$ cat config.mk
export PLATFORM = sky130hd
export DESIGN_NAME = nbt_sram
export DESIGN_NICKNAME = d
export VERILOG_FILES = /design/src/rtl/nbt_sram_pkg.sv /design/src/rtl/nbt_sram_ctrl.sv /design/src/rtl/nbt_sram_wpipe.sv /design/src/rtl/nbt_sram_array.sv /design/src/rtl/nbt_sram.sv
export SDC_FILE = /design/constraint.sdc
export NUM_CORES = 2
export LEC_CHECK = 0
export BUFFER_PORTS_ARGS = -buffer_cell sky130_fd_sc_hd__clkbuf_2
export CORE_MARGIN = 4
export CORE_UTILIZATION = 23
export CTS_CLUSTER_DIAMETER = 40
export CTS_CLUSTER_SIZE = 10
export DETAILED_ROUTE_END_ITERATION = 8
export PLACE_DENSITY = 0.38
export REMOVE_ABC_BUFFERS = 1
export SLEW_MARGIN = 20
export SYNTH_ARGS = -nofsm -noshare
export SYNTH_HDL_FRONTEND = slang
export SYNTH_HIERARCHICAL = 1
export SYNTH_SLANG_ARGS = --single-unit
$ cat constraint.sdc
create_clock -name clk_i -period 3.45 [get_ports clk_i]
set_clock_uncertainty 0.2 [all_clocks]
set_input_delay 0.1725 -clock clk_i [delete_from_list [all_inputs] [get_ports clk_i]]
set_output_delay 0.1725 -clock clk_i [all_outputs]
set_load 0.02 [all_outputs]
$ cat src/rtl/nbt_sram_pkg.sv
package nbt_sram_pkg;
  typedef enum logic [1:0] {
    OP_NONE = 2'd0,
    OP_RD   = 2'd1,
    OP_WR   = 2'd2
  } op_e;

  function automatic logic [1:0] beat_lo(input logic [1:0] base, input logic [1:0] idx,
                                         input logic ilv);
    return ilv ? (base ^ idx) : (base + idx);
  endfunction
endpackage

$ cat src/rtl/nbt_sram_ctrl.sv
module nbt_sram_ctrl
  import nbt_sram_pkg::*;
#(
  parameter int ADDR_W = 6,
  parameter int NBYTES = 4
) (
  input  logic              clk_i,
  input  logic              rst_ni,
  input  logic              sleep_i,
  input  logic              burst_ilv_i,
  input  logic              sel_a_ni,
  input  logic              sel_b_i,
  input  logic              sel_c_ni,
  input  logic              we_ni,
  input  logic              adv_i,
  input  logic [ADDR_W-1:0] addr_i,
  input  logic [NBYTES-1:0] bw_ni,
  output op_e               op_o,
  output logic [ADDR_W-1:0] addr_o,
  output logic [NBYTES-1:0] be_o
);
  logic              act_q, wr_q, start;
  logic [ADDR_W-1:0] base_q;
  logic [1:0]        beat_q, beat_d;

  always_comb begin
    start  = ~sleep_i & ~adv_i & ~sel_a_ni & sel_b_i & ~sel_c_ni;
    beat_d = beat_q + 2'd1;
    op_o   = OP_NONE;
    addr_o = addr_i;
    be_o   = ~bw_ni;
    if (start) begin
      op_o = we_ni ? OP_RD : OP_WR;
    end else if (~sleep_i & adv_i & act_q) begin
      op_o   = wr_q ? OP_WR : OP_RD;
      addr_o = {base_q[ADDR_W-1:2], beat_lo(base_q[1:0], beat_d, burst_ilv_i)};
    end
  end

  always_ff @(posedge clk_i or negedge rst_ni) begin
    if (!rst_ni) begin
      act_q  <= 1'b0;
      wr_q   <= 1'b0;
      base_q <= '0;
      beat_q <= '0;
    end else begin
      act_q <= (op_o != OP_NONE);
      if (start) begin
        base_q <= addr_i;
        wr_q   <= ~we_ni;
        beat_q <= '0;
      end else if (op_o != OP_NONE) begin
        beat_q <= beat_d;
      end
    end
  end
endmodule

$ cat src/rtl/nbt_sram_wpipe.sv
module nbt_sram_wpipe
  import nbt_sram_pkg::*;
#(
  parameter int ADDR_W = 6,
  parameter int NBYTES = 4
) (
  input  logic              clk_i,
  input  logic              rst_ni,
  input  logic              flow_mode_i,
  input  op_e               op_i,
  input  logic [ADDR_W-1:0] addr_i,
  input  logic [NBYTES-1:0] be_i,
  output logic              rd_o,
  output logic [ADDR_W-1:0] rd_addr_o,
  output logic              wr_go_o,
  output logic [ADDR_W-1:0] wr_addr_o,
  output logic [NBYTES-1:0] wr_be_o,
  output logic              fwd_hit_o
);
  typedef struct packed {
    op_e               op;
    logic [ADDR_W-1:0] addr;
    logic [NBYTES-1:0] be;
  } stage_t;

  stage_t s1_q, s2_q, commit;

  always_ff @(posedge clk_i or negedge rst_ni) begin
    if (!rst_ni) begin
      s1_q <= '0;
      s2_q <= '0;
    end else begin
      s1_q <= '{op: op_i, addr: addr_i, be: be_i};
      s2_q <= s1_q;
    end
  end

  // single late write commits stage 1, double late write commits stage 2
  assign commit    = flow_mode_i ? s1_q : s2_q;
  assign wr_go_o   = (commit.op == OP_WR);
  assign wr_addr_o = commit.addr;
  assign wr_be_o   = commit.be;
  assign rd_o      = (s1_q.op == OP_RD);
  assign rd_addr_o = s1_q.addr;
  assign fwd_hit_o = ~flow_mode_i & (s2_q.op == OP_WR) & (s1_q.op == OP_RD)
                   & (s2_q.addr == s1_q.addr);
endmodule

$ cat src/rtl/nbt_sram_array.sv
module nbt_sram_array #(
  parameter int ADDR_W = 6,
  parameter int NBYTES = 4,
  parameter int BYTE_W = 9
) (
  input  logic                     clk_i,
  input  logic                     we_i,
  input  logic [ADDR_W-1:0]        waddr_i,
  input  logic [NBYTES-1:0]        wbe_i,
  input  logic [NBYTES*BYTE_W-1:0] wdata_i,
  input  logic [ADDR_W-1:0]        raddr_i,
  output logic [NBYTES*BYTE_W-1:0] rdata_o
);
  localparam int DEPTH = 1 << ADDR_W;

  for (genvar b = 0; b < NBYTES; b++) begin : g_lane
    logic [BYTE_W-1:0] mem_q [DEPTH];
    always_ff @(posedge clk_i) begin
      if (we_i && wbe_i[b]) mem_q[waddr_i] <= wdata_i[b*BYTE_W +: BYTE_W];
    end
    assign rdata_o[b*BYTE_W +: BYTE_W] = mem_q[raddr_i];
  end
endmodule

$ cat src/rtl/nbt_sram.sv
module nbt_sram
  import nbt_sram_pkg::*;
#(
  parameter int ADDR_W = 6,
  parameter int NBYTES = 4,
  parameter int BYTE_W = 9
) (
  input  logic                     clk_i,
  input  logic                     rst_ni,
  input  logic                     flow_mode_i,
  input  logic                     burst_ilv_i,
  input  logic                     sleep_i,
  input  logic                     oe_ni,
  input  logic                     sel_a_ni,
  input  logic                     sel_b_i,
  input  logic                     sel_c_ni,
  input  logic                     adv_i,
  input  logic                     we_ni,
  input  logic [ADDR_W-1:0]        addr_i,
  input  logic [NBYTES-1:0]        bw_ni,
  input  logic [NBYTES*BYTE_W-1:0] d_i,
  output logic [NBYTES*BYTE_W-1:0] q_o,
  output logic                     q_oe_o
);
  localparam int DATA_W = NBYTES * BYTE_W;

  op_e               cmd_op;
  logic [ADDR_W-1:0] cmd_addr, rd_addr, wr_addr;
  logic [NBYTES-1:0] cmd_be, wr_be;
  logic              rd1, wr_go, fwd_hit, q_vld_q, drv_vld;
  logic [DATA_W-1:0] rd_data, cap_data, q_q, drv_data;

  nbt_sram_ctrl #(.ADDR_W(ADDR_W), .NBYTES(NBYTES)) u_ctrl (
    .clk_i, .rst_ni, .sleep_i, .burst_ilv_i, .sel_a_ni, .sel_b_i, .sel_c_ni,
    .we_ni, .adv_i, .addr_i, .bw_ni,
    .op_o(cmd_op), .addr_o(cmd_addr), .be_o(cmd_be)
  );

  nbt_sram_wpipe #(.ADDR_W(ADDR_W), .NBYTES(NBYTES)) u_wpipe (
    .clk_i, .rst_ni, .flow_mode_i,
    .op_i(cmd_op), .addr_i(cmd_addr), .be_i(cmd_be),
    .rd_o(rd1), .rd_addr_o(rd_addr),
    .wr_go_o(wr_go), .wr_addr_o(wr_addr), .wr_be_o(wr_be), .fwd_hit_o(fwd_hit)
  );

  nbt_sram_array #(.ADDR_W(ADDR_W), .NBYTES(NBYTES), .BYTE_W(BYTE_W)) u_array (
    .clk_i, .we_i(wr_go), .waddr_i(wr_addr), .wbe_i(wr_be), .wdata_i(d_i),
    .raddr_i(rd_addr), .rdata_o(rd_data)
  );

  // same-edge forwarding of late write data into the output register
  for (genvar b = 0; b < NBYTES; b++) begin : g_fwd
    assign cap_data[b*BYTE_W +: BYTE_W] = (fwd_hit && wr_be[b]) ? d_i[b*BYTE_W +: BYTE_W]
                                                                : rd_data[b*BYTE_W +: BYTE_W];
  end

  always_ff @(posedge clk_i or negedge rst_ni) begin
    if (!rst_ni) begin
      q_vld_q <= 1'b0;
      q_q     <= '0;
    end else begin
      q_vld_q <= ~flow_mode_i & rd1;
      if (rd1) q_q <= cap_data;
    end
  end

  assign drv_vld  = flow_mode_i ? rd1 : q_vld_q;
  assign drv_data = flow_mode_i ? rd_data : q_q;
  assign q_oe_o   = drv_vld & ~oe_ni & ~sleep_i;
  assign q_o      = q_oe_o ? drv_data : '0;
endmodule

Word level (Yosys, flattened, before mapping)
Memory sizes are Yosys's and may differ from the RTL's.
Index checks and enable logic that the tools add are counted.

storage, ports and cells
  bits in registers = 71
  bits in writable memories = 2304
  input port bits = 57
  memories kept = 4

operators by class
  add/sub/neg operators = 2
  equality and inequality tests = 4
  multiplexer cells = 25
  bitwise operators = 21
  reductions and logical operators = 10

memory list
  name                     words  width  read ports  clocked after Yosys merged registers in  wr ports  line                  RTL
  u_array.g_lane[0].mem_q  64     9      1           0                                        1         nbt_sram_array.sv:17  logic [BYTE_W-1:0] mem_q [DEPTH];
  u_array.g_lane[1].mem_q  64     9      1           0                                        1         nbt_sram_array.sv:17
  u_array.g_lane[2].mem_q  64     9      1           0                                        1         nbt_sram_array.sv:17
  u_array.g_lane[3].mem_q  64     9      1           0                                        1         nbt_sram_array.sv:17

operators with widths
  cell                 count
  $mux 36              2
  $mux 9               4
  $mux 2               7
  $and 1x1->1          12
  $mux 12              1
  $mux 6               2
  $mux 1               9
  $logic_and 1x1->1    8
  $not 1->1            7
  $eq 6x6->1           1
  $eq 2x2->1 const B   2
  $not 4->4            1
  $reduce_bool 2->1    2
  $add 2x1->2 const B  1
  $add 2x2->2          1
  $eq 2x1->1 const B   1
  $xor 2x2->2          1

Logic depth before layout (Yosys ltp)
  depth in word-level cells = 9
  gate-level depth with buffers = 13
  gate-level depth less buffers = 7

Modules after synthesis
The synthesis kept the hierarchy.

by module, submodules not included
  module          instances  cells each  area an instance (µm²)
  nbt_sram_array  1          4030        88312.2
  nbt_sram        1          292         2776.4
  nbt_sram_wpipe  1          55          869.6
  nbt_sram_ctrl   1          49          586.8

Worst setup path after synthesis
Ideal clock, no wire load.

  path type = register to output
  from = reg u_wpipe.s1_q (netlist bit u_wpipe/rd_addr_o[0])
  to = out q_o[3]
  data arrival time = 2.581 ns
  setup slack = 0.497 ns
  cell stages (with the launch flop) = 13
  path buffers = 6
  cells stage by stage = dfrtp_1 buf_4 buf_2 buf_6 buf_4 buf_4 buf_4 nor2b_1 a221oi_1 a221oi_1 nor3_1 mux2i_1 nor3_1

between the ends
  longest elaborated chain between the ends = 3

RTL lines
  what                    line                  RTL
  from (decl)             nbt_sram_wpipe.sv:26  stage_t s1_q, s2_q, commit;
  from (signal assigned)  nbt_sram_wpipe.sv:33  s1_q <= '{op: op_i, addr: addr_i, be: be_i};
  $mem_v2 64x9            -
  net rd_data[3]          nbt_sram.sv:31        logic [DATA_W-1:0] rd_data, cap_data, q_q, drv_data;
  $mux 36                 nbt_sram.sv:68        assign drv_data = flow_mode_i ? rd_data : q_q;
  $mux 36                 nbt_sram.sv:70        assign q_o = q_oe_o ? drv_data : '0;
  to (decl)               nbt_sram.sv:22        output logic [NBYTES*BYTE_W-1:0] q_o,

The timed path passes the listed nets, and every way through them passes these cells.

Worst setup path after layout
Ends and elaborated chain as after synthesis.

==> out/metrics.yaml <==
status:
  outcome: "finished with violations"
  violations: "setup timing"
finish:
  fillers: 38630
  layout-drive-gt1-share_pct: 41.65
  multi_input_comb_area_sq_mm: 0.02178
  area_growth_syn_to_layout_pct: 34.00
  final_nets: 5608
  final_common_cell: "edfxtp_1"
  final_cells: 11140
  layout_common_cells: "edfxtp_1 (2304), mux4_2 (564), buf_4 (537), clkbuf_16 (404), nor2_1 (328)"
  seq_area_sq_mm: 0.07099
logic_synthesis:
  ys_seq_area_share_pct: 76.68
  yosysUniqueCellTypes: 59
  mappedNetlistArea_sq_mm: 0.09255
  synthArstFlopShare_pct: 2.989
  yosysWarnings: 6
  syn_area_per_cell_sq_um: 20.91
  netlist_instances: 4426
  ys.flop_type: "edfxtp_1"
  synth_edf_count: 2304
  ys_ff_latch: 2375
setup_path:
  r2r_slack_ns: 0.01
  critPathMaxFanout: 9
  cp_top_family: "buffers and inverters"
  required_ns: 3.08
  r2r_start: "u_wpipe/rd_addr_o[2]$_DFF_PN0_"
  crit_arrival_ns: 3.91
  worstPathBufferInverterCount: 6
  crit_chain: "buf_12, buf_12, buf_12, mux4_2, mux2_4, a221oi_2, buf_4, nor3_2, buf_4, mux2i_2, nor3_1, clkbuf_4"
  reg2reg_to: "u_array/g_lane[2].mem_q[27][2]$_DFFE_PP_"
  max_stage_delay_ns: 0.51
  crit_type: "flip-flop to output pin"
  path_common_cell: "buf_12"
  crit_path_end_kind: "output pin"
  r2r_cells: 7
  critPathSlowestCell: "mux4_2"
  startpoint_type: "flip-flop"
timing:
  max_freq_mhz: 233.8
  rsz0062_at_grt: "true"
  hold_slack_ns: 0.01924
  fin_crit_ns: 4.278
  worst_slew_pin_slew_ns: 1.047
  setup_viol: 36
  fin_ws_ns: -0.8280
  hold_violations: 0
  drv_slew: 0
  relSlewSlack_pct: 30.17
  post-route-period-util_pct: 124.0
floorplanning:
  die_w_um: 642.3
  die_h_um: 642.3
  die-area_sq_mm: 0.4126
  core_sq_mm: 0.4000
  num_io_pins: 94
  num_rows: 232
  start_util_pct: 23.14
grt:
  grt_pass1_vias: 52360
  grt_pass1_wl_um: 440400
  grt_antenna_before_repair: 17
  grtUsageTotal_pct: 15.14
  grt_start_max_net_pins: 65
  grt-ovfl-total: 0
hold_path:
  min_to: "u_array/g_lane[2].mem_q[26][1]$_DFFE_PP_"
  min_path_type: "input port to flip-flop"
  hold_path_startpoint: "d_i[19]"
  whs_path_depth: 1
placed_design:
  place_inst: 10270
  gp_congestion: 0.8071
  hpwl_um: 211200
  port_buffers: 93
drt:
  first_pass_iters: 5
  vias_per_cell: 4.472
  drt_iter0_drc: 4461
  wirelength_um: 320100
  wl_per_cell_um: 28.73
  drcViolationCount: 0
  vias: 49830
  antenna_left: 0
cts:
  insertion_delay_ns: 0.93
  cts_tree: "done"
  cts_buffer_depth: 4
  cts_buffers: 394
  htree_levels: 5
  root_buffer: "clkbuf_16"
  cts.clk_slew.worst_paths_ns: 0.05
  cts.sinks: 2375
run:
  maxCapViolCount: 0
power:
  powerDensity_mw_per_mm2: 609.7
  fin_total_pwr_uw: 75610
  peakVddDrop_uv: 401.6
  p_leak_uw: 0.04019
## logic make-up (layout without fill, tap and decap cells)
family	after synthesis	after routing	synth area share, %
adders and majority gates	1	1	0.01352
and+or+nand+nor	639	639	3.173
muxes	731	731	15.61
other	0	11	0
DFF	2375	2375	76.68
AOI/OAI and AO/OA	385	385	2.899
buffers and inverters	287	1727	1.532
xor gates and xnor gates	8	8	0.09058
## Yosys cell counts (2+ instances only)
library cell  count  area, sq um
nand3_1          37        185.2
a221oi_1         21        183.9
nor2b_1          19        118.9
mux2_2           46        518.0
nor3_2           29        290.3
a211oi_1         10        75.07
mux2i_1         119         1191
nand3b_1          3        22.52
buf_2            95        475.5
a21oi_1          36        180.2
clkbuf_1        120        450.4
and3_1            2        12.51
o21ai_0          28        140.1
nand2_1         120        450.4
o22a_1           14        122.6
o211ai_1          2        15.01
a2bb2oi_1        11        96.34
mux4_2          564        12700
and2_1            2        12.51
edfxtp_1       2304        69190
dfrtp_1          71         1777
buf_4            37        277.8
a21bo_2          36        360.4
or3b_2            2        17.52
o221ai_1         17        148.9
buf_1            17        63.81
xnor2_1           7        61.31
a2111oi_0        10        87.58
nor2_1          334         1254
nor3b_1           6        45.04
or2_2             2        12.51
and3b_1           4        35.03
inv_1             7        26.28
o22ai_1         156        975.9
nor4_1           25        156.4
a31oi_1          36        225.2
nor3_1           29        145.1
nand2b_1         14        87.58
a32oi_1           3        26.28
nand4_1           2        12.51
buf_6            11        123.9
## worst max-delay path by stage
stage | startpoint | to | slack (ns) | cells after the start
finish | u_wpipe/rd_addr_o[0]$_DFF_PN0_ | q_o[3] | -0.83 | 12
detailed placement | u_wpipe/rd_addr_o[0]$_DFF_PN0_ | q_o[27] | -0.81 | 12
global placement | u_wpipe/rd_addr_o[0]$_DFF_PN0_ | q_o[27] | -0.84 | 12
CTS | u_wpipe/rd_addr_o[0]$_DFF_PN0_ | q_o[3] | -0.93 | 12
floorplan | u_wpipe/rd_addr_o[0]$_DFF_PN0_ | q_q[33]$_DFFE_PN0P_ | -22.11 | 6
global route | u_wpipe/rd_addr_o[0]$_DFF_PN0_ | q_o[5] | -0.94 | 13
## timing repair
| item | 4_1_cts | 5_1_grt |
|---|---|---|
| setup endpoints to repair | 55 | 93 |
| hold buffers | 75 | 5 |
| cloned | 7 | 6 |
| pin swaps | 29 | 30 |
| endpoints found under the hold margin | 1396 | 231 |
| resized for setup | 299 | 153 |
| setup buffers | 38 | 38 |
## where the power goes
part / total [uW] / internal [uW] / leakage [uW] / switching, uW
clock: 39000 / 24900 / 0.00633 / 14100
sequential: 32000 / 31800 / 0.0215 / 121
combinational: 4630 / 2010 / 0.0124 / 2620
## registers in the layout, indices dropped and copies added (netlist names)
register	cells
u_array/g_lane.mem_q	2304
q_q	36
u_wpipe/s2_q	12
u_ctrl/base_q	6
u_wpipe/rd_addr_o	6
u_wpipe/s1_q	6
u_ctrl/beat_q	2
q_vld_q	1
u_ctrl/act_q	1
u_ctrl/wr_q	1
## final cells by class
| cell class | count | area share (%) |
|---|---|---|
| clock inverters | 267 | 2.420 |
| well taps | 5265 | 5.312 |
| inverters | 7 | 0.02119 |
| clock buffers | 445 | 8.189 |
| diodes | 11 | 0.02220 |
| repair buffers | 1008 | 9.234 |
| multi-input cells | 1764 | 17.56 |
| flip-flops and latches | 2375 | 57.24 |
## through the flow
stage	util [%]	instance area, sq um	setup TNS, ns	worst slack, ns
5_1_grt	31.00	124000	-30.05	-0.9360
4_1_cts	30.74	123000	-30.76	-0.9329
6_report	31.00	124000	-25.00	-0.8280
3_5_place_dp	26.76	107100	-8.226	-0.8122
2_1_floorplan	-	91150	-	-22.11
3_3_place_gp	26.76	107000	-9.751	-0.8448
## routing by layer
metal | wire length (um) | share of wire, % | vias up | GRT usage (%)
li1 | - | - | 20850 | -
met1 | 140200 | 44 | 27220 | 20.51
met2 | 154900 | 48 | 1307 | 25.15
met3 | 15800 | 4.9 | 433 | 2.495
met4 | 8882 | 2.8 | 14 | 3.893
met5 | 242 | 0.076 | - | 0.2544
Note: power is estimated with default switching activity, not from simulation.
